--- src/rtl/div_pkg.sv ---
// Shared types for the tapped binary divider.
package div_pkg;

    // Stage organisation, fixed at reset.
    typedef enum logic {
        MODE_CHAIN = 1'b0,
        MODE_SPLIT = 1'b1
    } div_mode_e;

endpackage

--- src/rtl/div_mode_latch.sv ---
// Captures the chain organisation from test_sel while reset is held.
// Assumes reset spans at least one falling clock edge; once reset is
// released the captured mode holds regardless of test_sel.
module div_mode_latch
    import div_pkg::*;
(
    input  logic      clk,
    input  logic      rst_n,
    input  logic      test_sel,
    output div_mode_e mode
);

    // Sample the select only during reset, on the counting edge.
    always_ff @(negedge clk) begin
        if (!rst_n) begin
            mode <= test_sel ? MODE_SPLIT : MODE_CHAIN;
        end
    end

endmodule

--- src/rtl/div_chain.sv ---
// The stage register, cut into SECTIONS equal sections. In chained mode
// each section advances on the carry of the one below it. In split mode
// every section advances on every edge. Assumes SECTIONS divides STAGES
// and TAPS <= STAGES. Synchronous active-low clear on the falling edge.
module div_chain #(
    parameter int STAGES   = 24,
    parameter int SECTIONS = 3,
    parameter int TAPS     = 7
) (
    input  logic            clk,
    input  logic            rst_n,
    input  logic            split,
    output logic [TAPS-1:0] taps
);

    localparam int SECT_W  = STAGES / SECTIONS;
    localparam int TAP_LSB = STAGES - TAPS;

    logic [STAGES-1:0]   stage_q;
    logic [STAGES-1:0]   stage_d;
    logic [SECTIONS-1:0] inc;

    genvar g;
    generate
        for (g = 0; g < SECTIONS; g++) begin : g_sect
            if (g == 0) begin : g_base
                // The lowest section advances on every edge.
                assign inc[g] = 1'b1;
            end else begin : g_upper
                // Upper sections advance on the lower carry, or freely when split.
                assign inc[g] = split | (inc[g-1] & (&stage_q[(g-1)*SECT_W +: SECT_W]));
            end
            // Next value of this section.
            assign stage_d[g*SECT_W +: SECT_W] = inc[g]
                ? stage_q[g*SECT_W +: SECT_W] + SECT_W'(1)
                : stage_q[g*SECT_W +: SECT_W];
        end
    endgenerate

    // Stage register, cleared while reset is held.
    always_ff @(negedge clk) begin
        if (!rst_n) begin
            stage_q <= '0;
        end else begin
            stage_q <= stage_d;
        end
    end

    // Only the top stages are visible.
    assign taps = stage_q[TAP_LSB +: TAPS];

endmodule

--- src/rtl/binary_divider_taps.sv ---
// Top of the tapped divider. The mode is fixed during reset. The stage
// chain runs on the falling edge of clk. osc_en follows reset directly,
// so the clock source can be stopped while the block is held.
module binary_divider_taps
    import div_pkg::*;
#(
    parameter int STAGES   = 24,
    parameter int SECTIONS = 3,
    parameter int TAPS     = 7
) (
    input  logic            clk,
    input  logic            rst_n,
    input  logic            test_sel,
    output logic [TAPS-1:0] taps,
    output logic            osc_en
);

    div_mode_e mode_q;
    logic      split;

    div_mode_latch u_mode (
        .clk      (clk),
        .rst_n    (rst_n),
        .test_sel (test_sel),
        .mode     (mode_q)
    );

    // Decode the captured mode for the chain.
    assign split = (mode_q == MODE_SPLIT);

    div_chain #(
        .STAGES   (STAGES),
        .SECTIONS (SECTIONS),
        .TAPS     (TAPS)
    ) u_chain (
        .clk   (clk),
        .rst_n (rst_n),
        .split (split),
        .taps  (taps)
    );

    // Oscillator enabled only while out of reset.
    assign osc_en = rst_n;

endmodule

--- config.mk ---
export PLATFORM = sky130hd
export DESIGN_NAME = binary_divider_taps
export DESIGN_NICKNAME = d
export VERILOG_FILES = /design/src/rtl/div_pkg.sv /design/src/rtl/div_mode_latch.sv /design/src/rtl/div_chain.sv /design/src/rtl/binary_divider_taps.sv
export SDC_FILE = /design/constraint.sdc
export NUM_CORES = 1
export LEC_CHECK = 0
export ABC_AREA = 1
export BUFFER_PORTS_ARGS = -buffer_cell sky130_fd_sc_hd__buf_4
export CAP_MARGIN = 0
export CORE_AREA = 2 2 70 56
export CTS_BUF_LIST = sky130_fd_sc_hd__clkbuf_4 sky130_fd_sc_hd__clkbuf_8 sky130_fd_sc_hd__clkbuf_16
export DETAILED_ROUTE_END_ITERATION = 8
export DIE_AREA = 0 0 72 58
export GPL_ROUTABILITY_DRIVEN = 0
export GPL_TIMING_DRIVEN = 0
export SLEW_MARGIN = 20
export SYNTH_ARGS = -nofsm -noshare
export SYNTH_HDL_FRONTEND = slang
export SYNTH_HIERARCHICAL = 1
export SYNTH_SLANG_ARGS = --single-unit
--- constraint.sdc ---
create_clock -name clk -period 1.58 [get_ports clk]
set_input_delay 0.158 -clock clk [delete_from_list [all_inputs] [get_ports clk]]
set_output_delay 0.158 -clock clk [all_outputs]
set_load 0.03 [all_outputs]
==> results of run 1 <==
## layout make-up
class	instances	area share, %
timing repair buffer	17	9.35
multi-input combinational	129	39.0
buffer	6	2.81
sequential	25	31.7
tap	42	3.19
clock inverter	26	5.93
inverter	24	5.48
clock buffer	3	2.51
## stage by stage
| step | std cells | utilization [%] | TNS [ns] |
|---|---|---|---|
| after detailed placement | 245 | 42.1 | -1.34 |
| after global placement | 245 | 42.1 | -1.16 |
| after global routing | 272 | 47.1 | -1.30 |
| final | 272 | 47.1 | -1.08 |
| after CTS | 271 | 46.7 | -1.19 |
| after floorplan | 193 | - | 0 |
## how the worst max path moves through the flow
stage	endpoint	slack (ns)	cells past startpoint
floorplan	taps[1]	0.09	1
global placement	u_chain/stage_q[4]$_SDFF_NN0_	-0.18	4
detailed placement	u_chain/stage_q[3]$_SDFF_NN0_	-0.19	4
CTS	taps[3]	-0.18	1
global route	taps[3]	-0.21	1
finish	taps[3]	-0.16	1
## sequential cells by signal, indices dropped and copies added, names as in the netlist
| name | flops |
|---|---|
| u_chain/stage_q | 24 |
| u_mode/mode | 1 |
## cells in the mapped netlist, drive strengths merged
| cell type | instances | area [µm²] |
|---|---|---|
| a21oi | 16 | 80.1 |
| nand2 | 42 | 170 |
| clkinv | 1 | 3.75 |
| nor3 | 4 | 20.0 |
| nand4 | 3 | 18.8 |
| edfxtp | 1 | 30.0 |
| ha | 3 | 37.5 |
| xor2 | 5 | 43.8 |
| buf | 12 | 95.1 |
| a31oi | 1 | 6.26 |
| o21ai | 5 | 25.0 |
| nand3 | 22 | 120 |
| inv | 25 | 93.8 |
| nor2 | 28 | 115 |
| clkbuf | 1 | 3.75 |
| dfxtp | 24 | 480 |
## cell families after synthesis
kind of cell,after synthesis
and+or+nand+nor,99
xor gates and xnor gates,5
AOI/OAI and AO/OA,22
buffers and inverters,39
adders and majority gates,3
DFF,25
## layer usage
metal	global-route usage [%]	share of wire, %	vias up
met1	19.0	55	536
met5	0	0	-
li1	-	-	682
met2	17.9	42	14
met4	7.28	0.87	0
met3	4.52	2.1	2
## power by group through the flow
stage | combinational [mW] | clock, mW | sequential, mW
after floorplan | 0.171 | 0.105 | 0.703
after global placement | 0.221 | 0.105 | 0.711
after detailed placement | 0.222 | 0.105 | 0.710
after CTS | 0.240 | 0.646 | 0.698
after global routing | 0.275 | 0.709 | 0.700
final | 0.243 | 0.602 | 0.698
## placed cells by master, fill, tap and decap left out, types with 5 or more instances in the layout
cell type / netlist / final
nor2_1: 26 / 25
dfxtp_2: 0 / 6
buf_6: 2 / 9
inv_1: 24 / 48
dfxtp_1: 24 / 17
nand3_1: 20 / 20
buf_4: 9 / 12
a21oi_1: 16 / 16
o21ai_0: 5 / 5
xor2_1: 5 / 5
nand2_1: 39 / 38
## timing repair
| item | 4_1_cts | 5_1_grt |
|---|---|---|
| setup buffers | 6 | 1 |
| hold buffers | 0 | 0 |
| pin swaps | 0 | 0 |
| setup endpoints to repair | 7 | 20 |
| gates resized for setup | 15 | 2 |
==> run metrics, run 1 <==
clk buf depth=2; failing checks=setup timing; syn_nets=199; main combinational cell family by area after synthesis=simple AND/OR/NAND/NOR gates; P_int=1.04 mW; nets=237; Synth Area in Adders=2.79%; Setup Skew=0.0161 ns; Tot Pwr=1.54 mW; post-synthesis sequential area ratio=38.0%; RR Endpoint=u_chain/stage_q[10]$_SDFFE_NN0P_; All-Layer GR Usage=13.5%; Leak=0.843 nW; mapped cell area=1340 µm²; CP endpoint kind=primary output; Design Area, Final=1650 µm²; FF+latch count, synth=25; synthesis-to-layout area growth=22.4%; worst skew pair latency=0.34 ns; area taken by multi-input logic gates=642 µm²; data required time of the worst path=1.42 ns; site row count=19; worst min-delay path class=reg -> reg; Post-Synth Simple-Gate Area=33.1%; Fill cells=362; pwr/cell area=938 nW/µm²; final slew viol count=0; critical path's top delay family=flip-flops; DP Worst Slack=-0.189 ns; Reg area=522 µm²; CP Cell Sequence=buf_6; final setup margin=-0.162 ns; initial antenna violation count=0; pin count of the biggest net entering global routing=14; R2R depth=9; NetSw=505 µW; Die Y=58 µm; Hold EP=u_chain/stage_q[0]$_SDFF_NN0_; DRC Markers=0; final hold violations=0; final hold slack=0.447 ns; worst setup path startpoint=u_chain/stage_q[20]$_SDFFE_NN0P_; Synth Instances=193; Clock Sinks=25; Logic pwr share=15.7%; Via density=4.54; CTS tree=done; Worst path slowest cell=dfxtp_2; reg-to-reg critical path startpoint=u_chain/stage_q[0]$_SDFF_NN0_; DRT antenna net count=0; die footprint=4180 µm²; CP Launch Type=flip-flop; clk root buf=clkbuf_8; setup violators final=7; drt pass-1 iters=4; measured slew at the worst slew-check pin=0.430 ns; core area=3490 µm²; GRT overflow=0; Clk pin slew, worst setup/hold paths=0.04 ns; first-pass GRT wire length=4.53 mm; Max-Cap Viols=0; status=finished, violations left; worst-path fanout max=2; Synth Area per Inst=6.96 µm²; complex-gate fraction of the synthesized area=8.29%; 1st-iter DRT viols=90; WL per Instance=9.72 µm; Slew HR=71.4%; I/O Pins=11; Ys Warns=6; Die Wd=72 µm; number of port buffers=10; via count=1234; antenna cells=0; Clk pwr share=39.0%; total CTS buffers=3; Crit Path Category=reg -> out; detailed placement HPWL=1.85 mm; Critical Path AT=1.58 ns; vias in the first global route=1102; mux share of post-synthesis cell area=0%; RSZ-0062 raised after global routing=true; Synth Area in XOR/XNOR=3.26%; hold depth=1; hold_sp=u_chain/stage_q[0]$_SDFF_NN0_; routed wire length=2.64 mm; switch share=32.8%; synth unique cells=24; critical path buffer and inverter count=1; VDD IR max=0.441 mV; starting density of the core=38.5%; CTS H-tree depth=1; Worst path max stage delay=0.33 ns; share of post-route cells with drive strength above 1=18.3%; R2R Setup Slk=0.16 ns; post-placement cell area=1470 µm²; Flop pwr share=45.2%
(Power assumes the default switching activity.)
==> inputs of run 2 (changes only) <==
Clock period 1.58 ns to 2 ns, I/O delays scaled along.
==> run 2 against run 1 <==
  * The flow now finishes without violations
  * Hold slack is essentially flat
  * Non-clock buffer count is the same
  * Sequential power shrank 21%
  * Die area is the same
  * Clock power shrank 21%
  * Power shrank 21%
  * Core utilization shrank 0.14 points
  * Register-to-register slack gained 0.38 ns
  * Clock-buffer cell count is the same
  * Critical path type unchanged
  * Largest cell class unchanged
  * Largest power group unchanged
==> run metrics, run 2 (same netlist as run 1, synthesis figures left out) <==
TNS Setup=0 ns; pwr/cell area=742 nW/µm²; pin count of the biggest net entering global routing=14; critical path's top delay family=flip-flops; CP Cell Sequence=buf_6; final hold violations=0; final setup margin=0.00676 ns; data required time of the worst path=1.80 ns; initial antenna violation count=0; Clock Sinks=25; Largest Register=u_chain/stage_q; Die Wd=72 µm; status=finished, final reports clean; Max-Cap Viols=0; Reg area=522 µm²; R2R depth=9; CTS tree=done; worst min-delay path class=reg -> reg; Leak=0.843 nW; clk buf depth=2; CTS H-tree depth=1; RR Endpoint=u_chain/stage_q[10]$_SDFFE_NN0P_; vias in the first global route=1102; synthesis-to-layout area growth=22.1%; site row count=19; clk root buf=clkbuf_8; first-pass GRT wire length=4.53 mm; number of port buffers=10; Crit Path Category=reg -> out; share of post-route cells with drive strength above 1=17.4%; Clk pin slew, worst setup/hold paths=0.04 ns; Via density=4.51; hold depth=1; area taken by multi-input logic gates=637 µm²; Slew HR=71.7%; DRT antenna net count=0; commonest non-fill, non-tap cells in the layout=inv_1, nand2_1, nor2_1; Fill cells=363; worst-path fanout max=2; critical path buffer and inverter count=1; DRC Markers=0; starting density of the core=38.5%; R2R Setup Slk=0.54 ns; DP Worst Slack=-0.0215 ns; detailed placement HPWL=1.85 mm; via count=1227; GRT overflow=0; antenna cells=0; Worst path max stage delay=0.33 ns; routed wire length=2.64 mm; Critical Path AT=1.79 ns; All-Layer GR Usage=13.5%; setup violators final=0; I/O Pins=11; drt pass-1 iters=4; reg-to-reg critical path startpoint=u_chain/stage_q[0]$_SDFF_NN0_; final slew viol count=0; total CTS buffers=3; core area=3490 µm²; Setup Skew=0.0145 ns; Die Y=58 µm; CP Launch Type=flip-flop; worst skew pair latency=0.34 ns; measured slew at the worst slew-check pin=0.424 ns; hold_sp=u_chain/stage_q[0]$_SDFF_NN0_; 1st-iter DRT viols=106; max reg flops=24; most common cell after layout, fill and taps aside=inv_1; CP endpoint kind=primary output; Hold EP=u_chain/stage_q[0]$_SDFF_NN0_; WL per Instance=9.69 µm; VDD IR max=0.348 mV; nets=237; die footprint=4180 µm²; Worst path slowest cell=dfxtp_2; biggest regs=u_chain/stage_q x24, u_mode/mode x1; RSZ-0062 raised after global routing=true
[run 2: cell types whose count changed in the layout (fill, tap and decap cells not counted)]
cell     change
nor2_2       -1
nand2_2      -1
nor2_1       +1
nand2_1      +1
[run 2: final cells by class]
| cell class | count | share of cell area, % |
|---|---|---|
| tap | 42 | 3.20 |
| clock inverter | 26 | 5.95 |
| buffer | 6 | 2.82 |
| clock buffer | 3 | 2.52 |
| sequential | 25 | 31.8 |
| inverter | 24 | 5.49 |
| timing repair buffer | 17 | 9.38 |
| multi-input combinational | 129 | 38.8 |
[run 2: power by group]
| part | internal, mW | switching [mW] | total, mW |
|---|---|---|---|
| clock | 0.202 | 0.273 | 0.475 |
| combinational | 0.0836 | 0.108 | 0.191 |
| sequential | 0.533 | 0.0181 | 0.552 |
[run 2: worst max-delay path by stage]
stage,start,end,slack (ns),cells past startpoint
after floorplan,u_chain/stage_q[18]$_SDFFE_NN0P_,taps[1],0.26,1
after global placement,rst_n,u_chain/stage_q[4]$_SDFF_NN0_,-0.01,4
after detailed placement,rst_n,u_chain/stage_q[3]$_SDFF_NN0_,-0.02,4
after CTS,u_chain/stage_q[20]$_SDFFE_NN0P_,taps[3],-0.01,1
after global routing,u_chain/stage_q[20]$_SDFFE_NN0P_,taps[3],-0.04,1
final,u_chain/stage_q[20]$_SDFFE_NN0P_,taps[3],0.007,1
[run 2: metrics by stage]
stage | instance area [µm²] | cells | power [mW] | hold slack (ns) | utilization (%)
after floorplan | 1340 | 193 | 0.773 | 0.417 | -
after global placement | 1470 | 245 | 0.818 | 0.434 | 42.1
after detailed placement | 1470 | 245 | 0.819 | 0.446 | 42.1
after CTS | 1630 | 271 | 1.25 | 0.453 | 46.7
after global routing | 1640 | 272 | 1.33 | 0.472 | 46.9
final | 1640 | 272 | 1.22 | 0.447 | 46.9
[run 2: layer usage]
layer,vias to the layer above,GRT usage (%),wire length (µm)
met5,-,0,0
li1,684,-,-
met3,2,4.52,57
met2,16,17.9,1110
met1,525,19.0,1450
met4,0,7.28,23
[run 2: repair_timing]
action                     CTS  global route
setup buffers                6             1
setup endpoints to repair    7             6
hold buffers                 0             0
resized for setup           15             0
